$ cat src/rtl/fwt_pkg.sv
package fwt_pkg;
  typedef enum logic {
    CNT_IDLE,
    CNT_RUN
  } cnt_state_e;

  function automatic int lim_width(input int base_shift, input int max_exp);
    return base_shift + max_exp + 1;
  endfunction
endpackage

$ cat src/rtl/fwt_limit_calc.sv
module fwt_limit_calc #(
  parameter int BASE_SHIFT = 12,
  parameter int MAX_EXP    = 14,
  parameter int ACT_EXP    = 4,
  parameter int FWI_W      = 4,
  parameter int WTXM_W     = 6,
  parameter int LIM_W      = fwt_pkg::lim_width(BASE_SHIFT, MAX_EXP)
) (
  input  logic [FWI_W-1:0]  fwi_i,
  input  logic              act_mode_i,
  input  logic              ext_on_i,
  input  logic [WTXM_W-1:0] ext_mult_i,
  output logic [LIM_W-1:0]  lim_o
);
  localparam int PROD_W = LIM_W + WTXM_W;
  localparam logic [LIM_W-1:0] MAX_LIM = LIM_W'(1) << (BASE_SHIFT + MAX_EXP);

  logic [LIM_W-1:0]  act_lim;
  logic [FWI_W-1:0]  fwi_eff;
  logic [LIM_W-1:0]  base_lim;
  logic [PROD_W-1:0] prod;
  logic [LIM_W-1:0]  ext_lim;

  // activation limit cannot exceed the absolute maximum
  generate
    if (ACT_EXP >= MAX_EXP) begin : g_act_cap
      assign act_lim = MAX_LIM;
    end else begin : g_act_fix
      assign act_lim = LIM_W'(1) << (BASE_SHIFT + ACT_EXP);
    end
  endgenerate

  always_comb begin
    fwi_eff  = (fwi_i > FWI_W'(MAX_EXP)) ? FWI_W'(MAX_EXP) : fwi_i;
    base_lim = MAX_LIM >> (FWI_W'(MAX_EXP) - fwi_eff);
    prod     = PROD_W'(base_lim) * PROD_W'(ext_mult_i);
    ext_lim  = (prod > PROD_W'(MAX_LIM)) ? MAX_LIM : prod[LIM_W-1:0];
    if (act_mode_i)    lim_o = act_lim;
    else if (ext_on_i) lim_o = ext_lim;
    else               lim_o = base_lim;
  end
endmodule

$ cat src/rtl/fwt_ext_hold.sv
module fwt_ext_hold #(
  parameter int WTXM_W   = 6,
  parameter int WTXM_MIN = 1,
  parameter int WTXM_MAX = 59
) (
  input  logic              clk_i,
  input  logic              rst_ni,
  input  logic              load_i,
  input  logic [WTXM_W-1:0] mult_i,
  input  logic              clear_i,
  output logic              ext_on_o,
  output logic [WTXM_W-1:0] mult_o,
  output logic              err_o
);
  logic reserved;
  assign reserved = (mult_i < WTXM_W'(WTXM_MIN)) || (mult_i > WTXM_W'(WTXM_MAX));

  always_ff @(posedge clk_i or negedge rst_ni) begin
    if (!rst_ni) begin
      ext_on_o <= 1'b0;
      mult_o   <= '0;
      err_o    <= 1'b0;
    end else begin
      err_o <= load_i && reserved;
      // a legal load wins over a same-cycle clear
      if (load_i && !reserved) begin
        ext_on_o <= 1'b1;
        mult_o   <= mult_i;
      end else if (clear_i) begin
        ext_on_o <= 1'b0;
      end
    end
  end
endmodule

$ cat src/rtl/fwt_wait_cnt.sv
module fwt_wait_cnt #(
  parameter int               LIM_W     = 27,
  parameter logic [LIM_W-1:0] RESET_LIM = '0
) (
  input  logic             clk_i,
  input  logic             rst_ni,
  input  logic             start_i,
  input  logic             stop_i,
  input  logic [LIM_W-1:0] lim_i,
  output logic             timeout_o,
  output logic [LIM_W-1:0] armed_o
);
  import fwt_pkg::*;

  cnt_state_e       state_q;
  logic [LIM_W-1:0] cnt_q;
  logic [LIM_W-1:0] cnt_nxt;

  assign cnt_nxt = cnt_q + LIM_W'(1);

  always_ff @(posedge clk_i or negedge rst_ni) begin
    if (!rst_ni) begin
      state_q   <= CNT_IDLE;
      cnt_q     <= '0;
      armed_o   <= RESET_LIM;
      timeout_o <= 1'b0;
    end else begin
      timeout_o <= 1'b0;
      if (start_i) begin
        state_q <= CNT_RUN;
        cnt_q   <= '0;
        armed_o <= lim_i;
      end else if (state_q == CNT_RUN) begin
        if (stop_i) begin
          state_q <= CNT_IDLE;
        end else if (cnt_nxt == armed_o) begin
          timeout_o <= 1'b1;
          state_q   <= CNT_IDLE;
        end else begin
          cnt_q <= cnt_nxt;
        end
      end
    end
  end
endmodule

$ cat src/rtl/fwt_supervisor.sv
module fwt_supervisor #(
  parameter int BASE_SHIFT = 12,
  parameter int MAX_EXP    = 14,
  parameter int ACT_EXP    = 4,
  parameter int FWI_W      = 4,
  parameter int WTXM_W     = 6,
  parameter int WTXM_MIN   = 1,
  parameter int WTXM_MAX   = 59,
  parameter int LIM_W      = fwt_pkg::lim_width(BASE_SHIFT, MAX_EXP)
) (
  input  logic              clk_i,
  input  logic              rst_ni,
  input  logic [FWI_W-1:0]  fwi_i,
  input  logic              act_mode_i,
  input  logic              tx_end_i,
  input  logic              rx_start_i,
  input  logic              wtx_load_i,
  input  logic [WTXM_W-1:0] wtxm_i,
  output logic              timeout_o,
  output logic [LIM_W-1:0]  limit_o,
  output logic              wtxm_err_o
);
  localparam int ACT_EFF = (ACT_EXP < MAX_EXP) ? ACT_EXP : MAX_EXP;
  localparam logic [LIM_W-1:0] RESET_LIM = LIM_W'(1) << (BASE_SHIFT + ACT_EFF);

  logic              ext_on;
  logic [WTXM_W-1:0] ext_mult;
  logic [LIM_W-1:0]  sel_lim;

  fwt_ext_hold #(
    .WTXM_W  (WTXM_W),
    .WTXM_MIN(WTXM_MIN),
    .WTXM_MAX(WTXM_MAX)
  ) u_ext (
    .clk_i   (clk_i),
    .rst_ni  (rst_ni),
    .load_i  (wtx_load_i),
    .mult_i  (wtxm_i),
    .clear_i (rx_start_i),
    .ext_on_o(ext_on),
    .mult_o  (ext_mult),
    .err_o   (wtxm_err_o)
  );

  fwt_limit_calc #(
    .BASE_SHIFT(BASE_SHIFT),
    .MAX_EXP   (MAX_EXP),
    .ACT_EXP   (ACT_EXP),
    .FWI_W     (FWI_W),
    .WTXM_W    (WTXM_W),
    .LIM_W     (LIM_W)
  ) u_calc (
    .fwi_i     (fwi_i),
    .act_mode_i(act_mode_i),
    .ext_on_i  (ext_on),
    .ext_mult_i(ext_mult),
    .lim_o     (sel_lim)
  );

  fwt_wait_cnt #(
    .LIM_W    (LIM_W),
    .RESET_LIM(RESET_LIM)
  ) u_cnt (
    .clk_i    (clk_i),
    .rst_ni   (rst_ni),
    .start_i  (tx_end_i),
    .stop_i   (rx_start_i),
    .lim_i    (sel_lim),
    .timeout_o(timeout_o),
    .armed_o  (limit_o)
  );
endmodule

$ cat config.mk
export PLATFORM = sky130hd
export DESIGN_NAME = fwt_supervisor
export DESIGN_NICKNAME = d
export VERILOG_FILES = /design/src/rtl/fwt_pkg.sv /design/src/rtl/fwt_limit_calc.sv /design/src/rtl/fwt_ext_hold.sv /design/src/rtl/fwt_wait_cnt.sv /design/src/rtl/fwt_supervisor.sv
export SDC_FILE = /design/constraint.sdc
export NUM_CORES = 1
export LEC_CHECK = 0
export BUFFER_PORTS_ARGS = -buffer_cell sky130_fd_sc_hd__buf_4
export CORE_ASPECT_RATIO = 1.25
export CORE_MARGIN = 2
export CORE_UTILIZATION = 50
export DETAILED_ROUTE_END_ITERATION = 16
export HOLD_SLACK_MARGIN = 0.03
export PLACE_DENSITY = 0.7
export SYNTH_ARGS = -nofsm -noshare
export SYNTH_HDL_FRONTEND = slang
export SYNTH_HIERARCHICAL = 1
export SYNTH_SLANG_ARGS = --single-unit
$ cat constraint.sdc
create_clock -name clk_i -period 4.9 [get_ports clk_i]
set_input_delay 0.245 -clock clk_i [delete_from_list [all_inputs] [get_ports clk_i]]
set_output_delay 0.245 -clock clk_i [all_outputs]
set_load 0.01 [all_outputs]
# ---- Word-level counts from Yosys, hierarchy flattened
# Cells that the tools add are included.
dict set report totals {
  latch_bits 0
  inputBits 16
  ram_bits 0
  word_cells 43
  memories 0
  reg_bits 64
  out_inout_bits 29
  romBits 0
}
dict set report op_classes {
  n_lt_le_gt_ge 4
  n_eq_ne 3
  n_reduce_logical 7
  n_div 0
  n_shift 1
  addsub 2
  mux 18
  bitwise_logic 0
  mul 1
}
# operator n
set ops {}
lappend ops {{two-way mux 27 bit} 7}
lappend ops {{> comparator 33 x 27 -> 1 bit, second input constant} 1}
lappend ops {{multiplier 27 x 6 -> 33 bit} 1}
lappend ops {{adder 27 x 1 -> 27 bit, second input constant} 1}
lappend ops {{equality test 27 bit} 1}
lappend ops {{>> shifter 27 x 4 -> 27 bit, first input constant} 1}
lappend ops {{two-way mux 1 bit} 10}
lappend ops {{> comparator 6 bit, second input constant} 1}
lappend ops {{< comparator 6 x 1 -> 1 bit, second input constant} 1}
lappend ops {{> comparator 4 bit, second input constant} 1}
lappend ops {{two-way mux 4 bit} 1}
lappend ops {{inequality test 2 bit, second input constant} 2}
lappend ops {{nonzero test 2 bit} 2}
lappend ops {{subtractor 4 bit, first input constant} 1}
lappend ops {{AND reduction 3 bit} 1}
lappend ops {{logical AND 1 bit} 2}
lappend ops {{logical NOT 1 bit} 1}
lappend ops {{logical OR 1 bit} 1}

# ---- Depth between registers and ports, before layout
dict set report logic_depth {
  depth_word 9
  depth_mapped 20
  mapped_depth_nobuf 18
}

# ---- Hierarchy
# The synthesis kept the hierarchy.
# module instances seq_area_each_um2 area_per_inst_um2 cells_each
set by_module_without_submodules {}
lappend by_module_without_submodules {fwt_limit_calc 1 0.0 3738.6 485}
lappend by_module_without_submodules {fwt_wait_cnt 1 1402.6 3703.6 379}
lappend by_module_without_submodules {fwt_ext_hold 1 200.2 332.8 22}

# ---- Least setup slack after synthesis
# No wires, ideal clock.
dict set report synth_path {
  path_kind {input port to flip-flop}
  start {input fwi_i[1]}
  end {register u_cnt.armed_o[26]}
  required_ns 4.775
  arrival_ns 4.761
  path_stages 17
  setup_ns 0.125
  n_path_buf 0
  path_slack_ns 0.014
  cell_sequence {nand2b_1 -> nor3_1 -> and2_1 -> fa_1 -> fa_1 -> inv_1 -> fa_1 -> inv_1 -> ha_1 -> a21o_1 -> a221o_2 -> nand4_1 -> a21oi_1 -> nor4b_1 -> nand4_2 -> o221a_2 -> mux2_2}
}
dict set report synth_via {
  elab_chain_cells 9
}
# item line
set synth_rtl {}
lappend synth_rtl {{from (decl)} fwt_supervisor.sv:13} ;# input logic [FWI_W-1:0] fwi_i,
lappend synth_rtl {{> comparator 4 bit} fwt_limit_calc.sv:34} ;# fwi_eff = (fwi_i > FWI_W'(MAX_EXP)) ? FWI_W'(MAX_EXP) : fwi_i;
lappend synth_rtl {{two-way mux 4 bit (*)} fwt_limit_calc.sv:34}
lappend synth_rtl {{subtractor 4 bit (*)} fwt_limit_calc.sv:35} ;# base_lim = MAX_LIM >> (FWI_W'(MAX_EXP) - fwi_eff);
lappend synth_rtl {{>> shifter 27 x 4 -> 27 bit (*)} fwt_limit_calc.sv:35}
lappend synth_rtl {{multiplier 27 x 6 -> 33 bit} fwt_limit_calc.sv:36} ;# prod = PROD_W'(base_lim) * PROD_W'(ext_mult_i);
lappend synth_rtl {{> comparator 33 x 27 -> 1 bit} fwt_limit_calc.sv:37} ;# ext_lim = (prod > PROD_W'(MAX_LIM)) ? MAX_LIM : prod[LIM_W-1:0];
lappend synth_rtl {{two-way mux 27 bit} fwt_limit_calc.sv:37}
lappend synth_rtl {{two-way mux 27 bit (*)} fwt_limit_calc.sv:39} ;# else if (ext_on_i) lim_o = ext_lim;
lappend synth_rtl {{two-way mux 27 bit (*)} fwt_limit_calc.sv:38} ;# if (act_mode_i) lim_o = act_lim;
lappend synth_rtl {{named net sel_lim[26]} fwt_supervisor.sv:28} ;# logic [LIM_W-1:0] sel_lim;
lappend synth_rtl {{to (signal assigned)} fwt_wait_cnt.sv:32} ;# armed_o <= lim_i;
lappend synth_rtl {{to (decl)} fwt_wait_cnt.sv:11} ;# output logic [LIM_W-1:0] armed_o
# Mark *: on every way through the listed nets, which the timed path passes. The rest lies on a longest branch.
# A chain may end at the register's enable or synchronous reset.

# ---- Worst setup path after layout
dict set report layout_path {
  start {register u_ext.mult_o[0]}
  end {register u_cnt.armed_o[15]}
}
dict set report layout_via {
  elab_chain_cells 5
}
# item line
set layout_rtl {}
lappend layout_rtl {{from (decl)} fwt_ext_hold.sv:12} ;# output logic [WTXM_W-1:0] mult_o,
lappend layout_rtl {{from (signal assigned)} fwt_ext_hold.sv:28} ;# mult_o <= mult_i;
lappend layout_rtl {{multiplier 27 x 6 -> 33 bit (*)} fwt_limit_calc.sv:36}
lappend layout_rtl {{> comparator 33 x 27 -> 1 bit} fwt_limit_calc.sv:37}
lappend layout_rtl {{two-way mux 27 bit (*)} fwt_limit_calc.sv:37}
lappend layout_rtl {{two-way mux 27 bit (*)} fwt_limit_calc.sv:39}
lappend layout_rtl {{two-way mux 27 bit (*)} fwt_limit_calc.sv:38}
lappend layout_rtl {{named net sel_lim[15]} fwt_supervisor.sv:28}
# Marks and branches as above.

==> parameters.txt <==
Parameter                              Value

Global route
  Pin count of the biggest net entering global routing    between 60 and 70
  Number of global-route vias before repair    slightly below 7000
  Overflow after GRT    0
  Wire length of the first global-routing pass    approximately 33000 um
  GRT Resource Usage Total    about a quarter
  Antenna violations before repair    0

Place
  Final HPWL DP    around 15000 um
  IO Port Bufs    44
  Placer's final routability congestion estimate    0.9322
  Cell Area, Placed    ~9000 um2
  Worst slack, placed    -0.4489 ns

Power
  Leak Pwr    around 4.6 nW
  Ratio of total power to cell area    ~190 nW/um2
  Worst voltage drop across the vdd grid    around 0.00014 V
  Total power    between 1.5 and 2 mW

Floorplan
  Area of the core    15080 um2
  Die Footprint    approximately 17000 um2
  Y dimension of the die    ~140 um
  Die Wd    around 120 um
  Total I/O pin count    45
  Initial Utilization    slightly above 50%
  Row count    50

Route
  Vias after detailed routing    around 7100
  Routed WL    about 21000 um
  Number of nets with antenna violations after detailed routing    0
  Vias per cell    between 5 and 6
  Detailed-router iteration count before antenna repair    5
  Routed WL per cell    ~17 um
  Iteration-0 DRC count of the detailed router    between 400 and 500
  Drc violations    0

Timing
  Final worst-path cycle share    99.36%
  Final-report hold violation count    9
  Worst hold slack after final layout    -0.004677 ns
  Final Max Slew Viols    0
  Setup violations, final    0
  Relative slew slack    between 30% and 40%
  Final worst path period need    4.869 ns
  Worst Clk Skew    about 0.012 ns
  Fmax    just over 0.2 GHz
  Worst Max-Slew Pin Slew    about 1 ns
  Post-route worst setup slack    about 0.031 ns

Yosys
  Most common cell in the synthesized netlist    sky130_fd_sc_hd__and2_1
  EDFF count, synth    0
  Proportion of register bits with asynchronous set or reset after synthesis    between 90% and 100%
  Sequential-to-total area share from yosys stat    20.61%
  Number of distinct library cells after synthesis    between 70 and 80
  Area share of the largest cell type after synthesis    between 20% and 30%
  Netlist Area Pre-Place    7775 um2
  Synth Flop Type    sky130_fd_sc_hd__dfrtp_1
  Number of standard cells after synthesis    ~900
  Synth Area per Inst    ~8.8 um2
  Top post-synthesis cells by count    sky130_fd_sc_hd__and2_1, sky130_fd_sc_hd__inv_1, sky130_fd_sc_hd__dfrtp_1, sky130_fd_sc_hd__nand2_1, sky130_fd_sc_hd__fa_1
  Synth Register Bits    between 60 and 70
  Ys Warns    6
  Cell type with the largest total area after synthesis    sky130_fd_sc_hd__dfrtp_1
  Top area cells in the synthesized netlist    sky130_fd_sc_hd__dfrtp_1, sky130_fd_sc_hd__fa_1, sky130_fd_sc_hd__and2_1

Critical path
  Worst setup path endpoint    u_cnt/armed_o[15]
  Nature of the critical path startpoint    flip-flop
  R2r startpoint    u_ext/mult_o[0]
  Data arrival at the endpoint of the critical path    roughly 5.2 ns
  CP Data Required Time    a little over 5 ns
  Depth of the most critical reg-to-reg path    18
  Worst Setup End Kind    flip-flop
  Largest fanout of any net on the critical path    7
  Flop2flop setup slack    0.03 ns
  Crit Path Category    flip-flop to flip-flop
  Crit path launch    u_ext/mult_o[0]
  Reg-to-Reg End    u_cnt/armed_o[15]

Layout
  Final antenna diode count    0
  Fill cell count    approximately 1200
  # nets final    roughly 1100
  Growth of design area from synthesis to finish    29.11%
  Total area of multi-input combinational cells    ~6000 um2
  Design Area, Final    10040 um2
  Layout cell share with drive strength beyond 1    roughly 32%
  Storage cell area    around 1600 um2

Run status
  Violated checks    negative hold slack
  Result of the run    complete, but fails checks

Clock tree
  Number of buffers inserted during clock tree synthesis    9
  TritonCTS clock tree    yes
  Root buffer selected by CTS    sky130_fd_sc_hd__clkbuf_16
  Clock latency on the worst-skew pair    0.34 ns
  Maximum level of the CTS H-tree    3
  Maximum buffer depth of the clock tree    2
  Clk pin slew, worst setup/hold paths    ~0.060 ns
  Clock Sink Count    64
  Number of buffers added to fix hold violations after cts    0

Worst hold path
  Class of the worst hold path    primary input to async pin

Run
  Max-cap violations    0
==> registers in the layout, indices dropped and copies added, names as in the netlist <==
signal,count
u_cnt/armed_o,27
u_cnt/cnt_q,27
u_cnt/state_q,1
u_cnt/timeout_o,1
u_ext/err_o,1
u_ext/ext_on_o,1
u_ext/mult_o,6
==> per-layer routing <==
| metal | part of all wire, % | global-route usage, % | vias up |
|---|---|---|---|
| met5 | 0 | 0 | - |
| met4 | 2.9 | 8.307 | 0 |
| met3 | 3.3 | 3.585 | 51 |
| met2 | 54 | 45.52 | 166 |
| met1 | 40 | 29.10 | 3478 |
| li1 | - | - | 3369 |
==> metrics by stage <==
stage	util (%)	setup TNS [ns]	instances	hold WS, ns
2_1_floorplan	-	0	901	-0.05059
3_3_place_gp	59.30	-3.897	1209	0.3947
3_5_place_dp	59.30	-4.606	1209	0.3991
4_1_cts	62.55	0	1234	0.03155
5_1_grt	66.58	-1.033	1251	0.06577
6_report	66.58	0	1251	-0.004677
==> placed cells by master (no fill, tap or decap), drive strengths merged, types with 11 or more instances in the layout <==
master,n
buf,183
inv,88
and2,88
dfrtp,63
nand2,59
fa,57
mux2,45
a21oi,43
nor2,40
ha,31
o21ai,27
nand3,24
xnor2,24
nor3,24
or4,21
o31ai,20
conb,17
xor2,16
nand4,15
nor2b,12
a21o,11
and3,11
nand2b,11
nor4,11
==> report_power, final <==
group / internal, mW / switching (mW)
Combinational: 0.316 / 0.320
Sequential: 0.561 / 0.0478
Clock: 0.397 / 0.253
==> timing repair <==
item	4_1_cts	5_1_grt
setup endpoints to repair	13	15
gates resized for setup	18	102
setup buffers	9	18
pin swaps	13	60
cloned	0	1
==> final cells by class <==
type	instances	area share [%]
multi-input combinational	694	60.54
tap	208	2.593
inverter	86	3.216
clock inverter	7	0.7852
timing repair buffer	183	14.58
clock buffer	9	2.244
sequential	64	16.04
==> logic make-up (layout without fill, tap and decap cells) <==
logic type	after synthesis	in the layout	synth area share [%]
buffers and inverters	143	285	8.384
xor gates and xnor gates	40	40	4.506
and+or+nand+nor	343	343	25.44
DFF	64	64	20.61
muxes	48	48	6.952
adders and majority gates	88	88	19.67
other	2	17	0.09659
AOI/OAI and AO/OA	158	158	14.34
==> worst max-delay path: stages (launching register included) <==
cell and delay (ns):
sky130_fd_sc_hd__dfrtp_2 0.47, sky130_fd_sc_hd__buf_6 0.16, sky130_fd_sc_hd__and2_4 0.14, sky130_fd_sc_hd__fa_1 0.50, sky130_fd_sc_hd__fa_1 0.55, sky130_fd_sc_hd__inv_1 0.05, sky130_fd_sc_hd__fa_1 0.52, sky130_fd_sc_hd__inv_1 0.06
sky130_fd_sc_hd__ha_4 0.28, sky130_fd_sc_hd__buf_4 0.15, sky130_fd_sc_hd__nand4_1 0.24, sky130_fd_sc_hd__a2111oi_4 0.29, sky130_fd_sc_hd__nand2_1 0.18, sky130_fd_sc_hd__a21oi_1 0.16, sky130_fd_sc_hd__o32a_1 0.25, sky130_fd_sc_hd__nand4_4 0.16
sky130_fd_sc_hd__buf_6 0.18, sky130_fd_sc_hd__o41ai_4 0.28, sky130_fd_sc_hd__mux2_4 0.19
==> how the worst min path moves through the flow <==
stage,startpoint,to,depth (start not counted),slack (ns)
2_1_floorplan,rst_ni,u_cnt/armed_o[0],0,-0.05
3_3_place_gp,rst_ni,u_cnt/cnt_q[18],1,0.39
3_5_place_dp,rst_ni,u_cnt/cnt_q[24],1,0.40
4_1_cts,rst_ni,u_cnt/cnt_q[5],1,0.03
5_1_grt,rst_ni,u_cnt/cnt_q[15],1,0.07
6_report,rst_ni,u_cnt/cnt_q[15],1,-0.005
(Power assumes the default switching activity.)
